==> src/rtl/i2c_rb_pkg.sv <==
package i2c_rb_pkg;

   typedef enum logic [2:0] {
      ST_IDLE,
      ST_ADDR,
      ST_AACK,
      ST_WR,
      ST_WACK,
      ST_RD,
      ST_MACK
   } xfer_st_t;

   // Power-on contents of the register bank
   function automatic logic [7:0] reg_default(input int idx);
      logic [7:0] val;
      case (idx)
         0:       val = 8'h5C;
         1:       val = 8'hC3;
         2:       val = 8'h40;
         default: val = 8'h00;
      endcase
      return val;
   endfunction

endpackage

==> src/rtl/i2c_line_sync.sv <==
module i2c_line_sync #(
   parameter int LINES  = 2,
   parameter int STAGES = 2
) (
   input  logic             clk,
   input  logic             rst_n,
   input  logic [LINES-1:0] line_i,
   output logic [LINES-1:0] line_q,
   output logic [LINES-1:0] line_d
);

   for (genvar l = 0; l < LINES; l++) begin : g_line
      logic [STAGES-1:0] chain;
      logic              hist;

      always_ff @(posedge clk or negedge rst_n) begin
         if (!rst_n) begin
            chain <= '1;
            hist  <= 1'b1;
         end else begin
            chain <= {chain[STAGES-2:0], line_i[l]};
            hist  <= chain[STAGES-1];
         end
      end

      assign line_q[l] = chain[STAGES-1];
      assign line_d[l] = hist;
   end

endmodule

==> src/rtl/i2c_bus_cond.sv <==
module i2c_bus_cond (
   input  logic scl_q,
   input  logic scl_d,
   input  logic sda_q,
   input  logic sda_d,
   output logic start_det,
   output logic stop_det,
   output logic scl_rise,
   output logic scl_fall
);

   logic scl_held;

   always_comb begin
      scl_held  = scl_q & scl_d;
      start_det = scl_held & sda_d & ~sda_q;
      stop_det  = scl_held & ~sda_d & sda_q;
      scl_rise  = scl_q & ~scl_d;
      scl_fall  = ~scl_q & scl_d;
   end

endmodule

==> src/rtl/i2c_reg_file.sv <==
module i2c_reg_file
   import i2c_rb_pkg::*;
#(
   parameter int NUM_REGS = 3,
   parameter int ADDR_W   = 8
) (
   input  logic                  clk,
   input  logic                  rst_n,
   input  logic                  we,
   input  logic [ADDR_W-1:0]     waddr,
   input  logic [7:0]            wdata,
   input  logic [ADDR_W-1:0]     raddr,
   output logic [7:0]            rdata,
   output logic [NUM_REGS*8-1:0] bank_o
);

   for (genvar g = 0; g < NUM_REGS; g++) begin : g_reg
      logic [7:0] q;

      always_ff @(posedge clk or negedge rst_n) begin
         if (!rst_n) begin
            q <= reg_default(g);
         end else if (we && (waddr == ADDR_W'(g))) begin
            q <= wdata;
         end
      end

      assign bank_o[g*8 +: 8] = q;
   end

   // Addresses outside the bank read as zero
   always_comb begin
      rdata = 8'h00;
      for (int i = 0; i < NUM_REGS; i++) begin
         if (raddr == ADDR_W'(i)) begin
            rdata = bank_o[i*8 +: 8];
         end
      end
   end

endmodule

==> src/rtl/i2c_regbank_slave.sv <==
module i2c_regbank_slave
   import i2c_rb_pkg::*;
#(
   parameter logic [6:0] DEV_ADDR    = 7'h36,
   parameter int         NUM_REGS    = 3,
   parameter int         ADDR_W      = 8,
   parameter int         SYNC_STAGES = 2
) (
   input  logic                  clk,
   input  logic                  rst_n,
   input  logic                  scl_i,
   input  logic                  sda_i,
   output logic                  sda_oe,
   output logic                  standby_o,
   output logic [NUM_REGS*8-1:0] reg_bank_o
);

   localparam int CNT_W = 4;
   localparam logic [CNT_W-1:0] BYTE_DONE = CNT_W'(8);

   if (SYNC_STAGES < 2) begin : g_bad_sync
      $error("SYNC_STAGES must be at least 2");
   end
   if (ADDR_W < 1 || ADDR_W > 8) begin : g_bad_addr
      $error("ADDR_W must lie in 1..8");
   end
   if (NUM_REGS < 1 || NUM_REGS > (1 << ADDR_W)) begin : g_bad_regs
      $error("NUM_REGS must lie in 1..2**ADDR_W");
   end

   logic [1:0] lines_q, lines_d;
   logic       scl_s, scl_d, sda_s, sda_d;
   logic       start_det, stop_det, scl_rise, scl_fall;

   i2c_line_sync #(
      .LINES  (2),
      .STAGES (SYNC_STAGES)
   ) u_sync (
      .clk    (clk),
      .rst_n  (rst_n),
      .line_i ({scl_i, sda_i}),
      .line_q (lines_q),
      .line_d (lines_d)
   );

   assign scl_s = lines_q[1];
   assign sda_s = lines_q[0];
   assign scl_d = lines_d[1];
   assign sda_d = lines_d[0];

   i2c_bus_cond u_cond (
      .scl_q     (scl_s),
      .scl_d     (scl_d),
      .sda_q     (sda_s),
      .sda_d     (sda_d),
      .start_det (start_det),
      .stop_det  (stop_det),
      .scl_rise  (scl_rise),
      .scl_fall  (scl_fall)
   );

   xfer_st_t           state;
   logic [CNT_W-1:0]   bit_cnt;
   logic [7:0]         shreg;
   logic [ADDR_W-1:0]  ptr;
   logic               ptr_phase;
   logic               rw_q;
   logic               rd_seen;
   logic               rd_more;
   logic               wr_en;
   logic [7:0]         rd_data;
   logic               byte_end;

   assign byte_end = scl_fall && (bit_cnt == BYTE_DONE);
   assign wr_en    = (state == ST_WR) && byte_end && !ptr_phase
                     && !start_det && !stop_det;

   i2c_reg_file #(
      .NUM_REGS (NUM_REGS),
      .ADDR_W   (ADDR_W)
   ) u_regs (
      .clk    (clk),
      .rst_n  (rst_n),
      .we     (wr_en),
      .waddr  (ptr),
      .wdata  (shreg),
      .raddr  (ptr),
      .rdata  (rd_data),
      .bank_o (reg_bank_o)
   );

   always_ff @(posedge clk or negedge rst_n) begin
      if (!rst_n) begin
         state     <= ST_IDLE;
         bit_cnt   <= '0;
         shreg     <= '0;
         ptr       <= '0;
         ptr_phase <= 1'b0;
         rw_q      <= 1'b0;
         rd_seen   <= 1'b0;
         rd_more   <= 1'b0;
         sda_oe    <= 1'b0;
         standby_o <= 1'b0;
      end else if (start_det) begin
         state     <= ST_ADDR;
         bit_cnt   <= '0;
         sda_oe    <= 1'b0;
         standby_o <= 1'b0;
         rd_seen   <= 1'b0;
      end else if (stop_det) begin
         state   <= ST_IDLE;
         sda_oe  <= 1'b0;
         rd_seen <= 1'b0;
         if (rd_seen) begin
            standby_o <= 1'b1;
         end
      end else begin
         case (state)
            ST_ADDR: begin
               if (scl_rise) begin
                  shreg   <= {shreg[6:0], sda_s};
                  bit_cnt <= bit_cnt + 1'b1;
               end else if (byte_end) begin
                  if (shreg[7:1] == DEV_ADDR) begin
                     state  <= ST_AACK;
                     sda_oe <= 1'b1;
                     rw_q   <= shreg[0];
                     if (shreg[0]) begin
                        rd_seen <= 1'b1;
                     end
                  end else begin
                     state <= ST_IDLE;
                  end
               end
            end
            ST_AACK: begin
               if (scl_fall) begin
                  bit_cnt <= '0;
                  if (rw_q) begin
                     state  <= ST_RD;
                     shreg  <= rd_data;
                     sda_oe <= ~rd_data[7];
                     ptr    <= ptr + 1'b1;
                  end else begin
                     state     <= ST_WR;
                     sda_oe    <= 1'b0;
                     ptr_phase <= 1'b1;
                  end
               end
            end
            ST_WR: begin
               if (scl_rise) begin
                  shreg   <= {shreg[6:0], sda_s};
                  bit_cnt <= bit_cnt + 1'b1;
               end else if (byte_end) begin
                  state  <= ST_WACK;
                  sda_oe <= 1'b1;
                  if (ptr_phase) begin
                     ptr       <= shreg[ADDR_W-1:0];
                     ptr_phase <= 1'b0;
                  end else begin
                     ptr <= ptr + 1'b1;
                  end
               end
            end
            ST_WACK: begin
               if (scl_fall) begin
                  state   <= ST_WR;
                  sda_oe  <= 1'b0;
                  bit_cnt <= '0;
               end
            end
            ST_RD: begin
               if (scl_rise) begin
                  bit_cnt <= bit_cnt + 1'b1;
               end else if (scl_fall) begin
                  if (bit_cnt == BYTE_DONE) begin
                     state  <= ST_MACK;
                     sda_oe <= 1'b0;
                  end else begin
                     sda_oe <= ~shreg[6];
                     shreg  <= {shreg[6:0], 1'b0};
                  end
               end
            end
            ST_MACK: begin
               if (scl_rise) begin
                  rd_more <= ~sda_s;
               end else if (scl_fall) begin
                  bit_cnt <= '0;
                  if (rd_more) begin
                     state  <= ST_RD;
                     shreg  <= rd_data;
                     sda_oe <= ~rd_data[7];
                     ptr    <= ptr + 1'b1;
                  end else begin
                     state <= ST_IDLE;
                  end
               end
            end
            default: begin
               state <= ST_IDLE;
            end
         endcase
      end
   end

endmodule

==> config.mk <==
export PLATFORM = sky130hd
export DESIGN_NAME = i2c_regbank_slave
export DESIGN_NICKNAME = d
export VERILOG_FILES = /design/src/rtl/i2c_rb_pkg.sv /design/src/rtl/i2c_line_sync.sv /design/src/rtl/i2c_bus_cond.sv /design/src/rtl/i2c_reg_file.sv /design/src/rtl/i2c_regbank_slave.sv
export SDC_FILE = /design/constraint.sdc
export NUM_CORES = 1
export LEC_CHECK = 0
export ABC_AREA = 1
export BUFFER_PORTS_ARGS = -buffer_cell sky130_fd_sc_hd__clkbuf_2
export CAP_MARGIN = 20
export CORE_MARGIN = 3
export CORE_UTILIZATION = 54
export DETAILED_ROUTE_END_ITERATION = 16
export PLACE_DENSITY = 0.78
export SYNTH_ARGS = -nofsm -noshare
export SYNTH_HDL_FRONTEND = slang
export SYNTH_SLANG_ARGS = --single-unit
==> constraint.sdc <==
create_clock -name clk -period 1.5 [get_ports clk]
set_input_delay 0.3 -clock clk [delete_from_list [all_inputs] [get_ports clk]]
set_output_delay 0.3 -clock clk [all_outputs]
set_load 0.01 [all_outputs]
==> impl_metrics.env <==
export IMPL_grt_pass1_vias=3828
export IMPL_fin_total_pwr_mw=3.55
export IMPL_totalWireLength_microns=16600
export IMPL_layout_nets=601
export IMPL_start_util_pct=56.5
export IMPL_dieWidth_microns=85.4
export IMPL_hp_class="in2reg"
export IMPL_cp_start_kind="flop"
export IMPL_cts_htree_levels=3
export IMPL_cts_buffers=9
export IMPL_cp_required_ps=1730
export IMPL_grt_overflow=0
export IMPL_clkTransAtPathRegs_ps=80
export IMPL_critPathKind="reg2reg"
export IMPL_period_share_pct=134
export IMPL_ctsRootBufferMaster="clkbuf_8"
export IMPL_die_area_sq_um=7290
export IMPL_ys_types=33
export IMPL_yosysSeqAreaShare_pct=43.9
export IMPL_multi_input_area_sq_um=2220
export IMPL_grt_total_usage_pct=33.8
export IMPL_worstPathArrival_ps=2240
export IMPL_drtPass1Iterations=9
export IMPL_synth_cells=450
export IMPL_drive_above_1_share_pct=53.9
export IMPL_finalClockSkew_ps=16.4
export IMPL_end_kind="flop"
export IMPL_fin_crit_ps=2010
export IMPL_place_port_buffers=29
export IMPL_maxSlewViolCount=0
export IMPL_dpl_hpwl_microns=6610
export IMPL_hold_violations=0
export IMPL_synth_avg_cell_area_sq_um=7.56
export IMPL_first_iter_violations=761
export IMPL_slew_headroom_pct=70.6
export IMPL_grt_pass1_wl_microns=19100
export IMPL_cts_sink_count=59
export IMPL_synth_fp_nets=460
export IMPL_wl_per_cell_microns=24.8
export IMPL_status="finished, violations left"
export IMPL_fp_dieH_microns=85.4
export IMPL_num_fill_cells=216
export IMPL_rsz0062_at_grt="yes"
export IMPL_cts_max_path_buffers=2
export IMPL_drv_cap=0
export IMPL_grt_max_degree=25
export IMPL_drc_errors=0
export IMPL_ff_latch_area_sq_um=1500
export IMPL_num_vias=4543
export IMPL_routed_top_layer="met5"
export IMPL_ys_warn_count=0
export IMPL_num_rows=28
export IMPL_worst_pin_slew_ps=441
export IMPL_coreArea_sq_um=6030
export IMPL_clock_fmax_mhz=498
export IMPL_setup_violations=52
export IMPL_avgViaCountPerCell=6.77
export IMPL_place_ws_ps=-264
export IMPL_area_delta_synth_final_pct=56.8
export IMPL_violations="negative setup slack"
export IMPL_drt_met1_wl_microns=5640
export IMPL_p_leak_nw=2.56
export IMPL_diodes=0
export IMPL_power_density_nw_per_um2=665
export IMPL_cts_tree="yes"
export IMPL_cp_max_fo=7
export IMPL_gp_congestion=0.924
export IMPL_antenna_found_initial=1
export IMPL_final_setup_worst_slack_ps=-507
export IMPL_synth_area_sq_um=3400
export IMPL_ir_worst_vdd_mv=0.841
export IMPL_ant_nets=0
export IMPL_clk_latency_ps=360
export IMPL_ios=30
export IMPL_met3WireLength_microns=2470
export IMPL_ys_ff_latch=59
export IMPL_wl_met2_microns=7000
-- state kept, by name, indices dropped and copies added (netlist names) --
signal / flops
sda_oe: 1
standby_o: 1
ptr: 8
rd_more: 1
state: 3
ptr_phase: 1
bit_cnt: 4
shreg: 8
u_sync.g_line.chain: 4
u_sync.g_line.hist: 2
u_regs.g.q: 24
rd_seen: 1
rw_q: 1
-- critical path, stage by stage (launching register included) --
cell and delay, ps:
dfrtp_1 410, inv_2 110, ha_1 150, nand2_1 90, nor2_4 250, inv_2 130
nor2_1 230, nor2_1 100, nand2_1 110, o21ai_1 100, nand2_1 100, nand2_1 80
-- synthesized netlist by cell type --
cell | number | area share (%)
nand3b_1 | 1 | 0.22
nand2_4 | 2 | 0.66
nand4_1 | 4 | 0.74
nor3_4 | 1 | 0.48
inv_2 | 7 | 0.77
o21bai_1 | 1 | 0.22
a21oi_1 | 13 | 1.9
nor2_4 | 4 | 1.3
nor2_1 | 42 | 4.6
inv_1 | 43 | 4.7
o21ai_0 | 27 | 4.0
xor2_1 | 1 | 0.26
ha_1 | 6 | 2.2
nand2_2 | 7 | 1.3
buf_2 | 3 | 0.44
nand3_2 | 1 | 0.29
o21ai_1 | 6 | 0.88
nand2_1 | 148 | 16
clkbuf_1 | 1 | 0.11
a31oi_1 | 1 | 0.18
dfstp_2 | 15 | 12
o21a_1 | 1 | 0.22
o21ai_2 | 22 | 5.7
nor3_1 | 5 | 0.74
nand4_2 | 1 | 0.37
nand3_1 | 32 | 4.7
dfrtp_1 | 44 | 32
nor2_2 | 4 | 0.74
buf_4 | 1 | 0.22
buf_6 | 3 | 0.99
nor3b_1 | 1 | 0.22
xnor2_1 | 1 | 0.26
o2111ai_1 | 1 | 0.26
-- through the flow --
step / cell area (sq um) / setup TNS, ps / instances / hold slack, ps / util, %
after floorplan: 3430 / -107 / 450 / 4.41 / -
after global placement: 4200 / -4590 / 616 / 256 / 69.6
after detailed placement: 4200 / -7510 / 616 / 259 / 69.6
after CTS: 4740 / -4460 / 653 / 27.9 / 78.7
after global routing: 5340 / -16040 / 671 / 19.7 / 88.5
final: 5340 / -14730 / 671 / 17.2 / 88.5
-- logic make-up (layout without fill, tap and decap cells) --
family	after synthesis	count (layout)	synth area share (%)
AOI/OAI and AO/OA	72	72	13.3
DFF	59	59	44.0
buffers and inverters	58	202	7.28
adders and majority gates	6	6	2.21
xor gates and xnor gates	2	2	0.515
and+or+nand+nor	253	255	32.7
-- cell type report --
type                       instances  area share [%]
clock inverter                     5           0.985
multi-input combinational        335            41.5
clock buffer                      11            2.65
sequential                        59            28.1
timing repair buffer             136            21.2
inverter                          50            3.80
tap                               75            1.76
-- power breakdown --
group | total (mW) | leakage (nW) | internal, mW | switching (mW)
Clock | 1.54 | 0.0991 | 0.805 | 0.735
Sequential | 1.66 | 0.765 | 1.63 | 0.0305
Combinational | 0.349 | 1.70 | 0.125 | 0.223
Total | 3.55 | 2.56 | 2.56 | 0.989
-- cells in the final DEF, fill, tap and decap left out, types with 14 or more instances in the layout --
master	Yosys	final
nand3_1	32	24
o21ai_2	22	26
nor2_4	4	16
buf_4	1	83
clkbuf_2	0	29
inv_1	43	29
dfstp_2	15	15
o21ai_0	27	17
nand2_1	148	100
buf_6	3	14
nand2_2	7	33
dfrtp_1	44	42
nor2_1	42	28
nand2_4	2	25
inv_2	7	16
-- what timing repair did --
action                                 CTS  global route
hold buffers                             1             0
pin swaps                               20            34
setup endpoints to repair               51            51
setup buffers                           16            17
resized for setup                       49           129
cloned                                   4             1
endpoints found under the hold margin   12             0
-- routing by layer --
metal / global-route usage (%) / vias to the layer above
met2: 53.7 / 539
met1: 41.9 / 2074
met3: 7.67 / 200
met4: 20.1 / 2
met5: 0 / -
li1: - / 1728
-- final timing paths --
kind	startpoint	endpoint	slack [ps]	depth (start not counted)
worst max-delay path	ptr[0]	shreg[0]	-510	11
worst min-delay path	scl_i	u_sync.g_line[1].chain[0]	20	1
worst max register to register	ptr[0]	shreg[0]	-510	11
worst min register to register	u_sync.g_line[1].chain[0]	u_sync.g_line[1].chain[1]	360	0
max in group asynchronous	rst_n	u_sync.g_line[0].hist	520	3
min in group asynchronous	rst_n	ptr[1]	400	2
No activity file was read; power rests on OpenSTA's default activity.
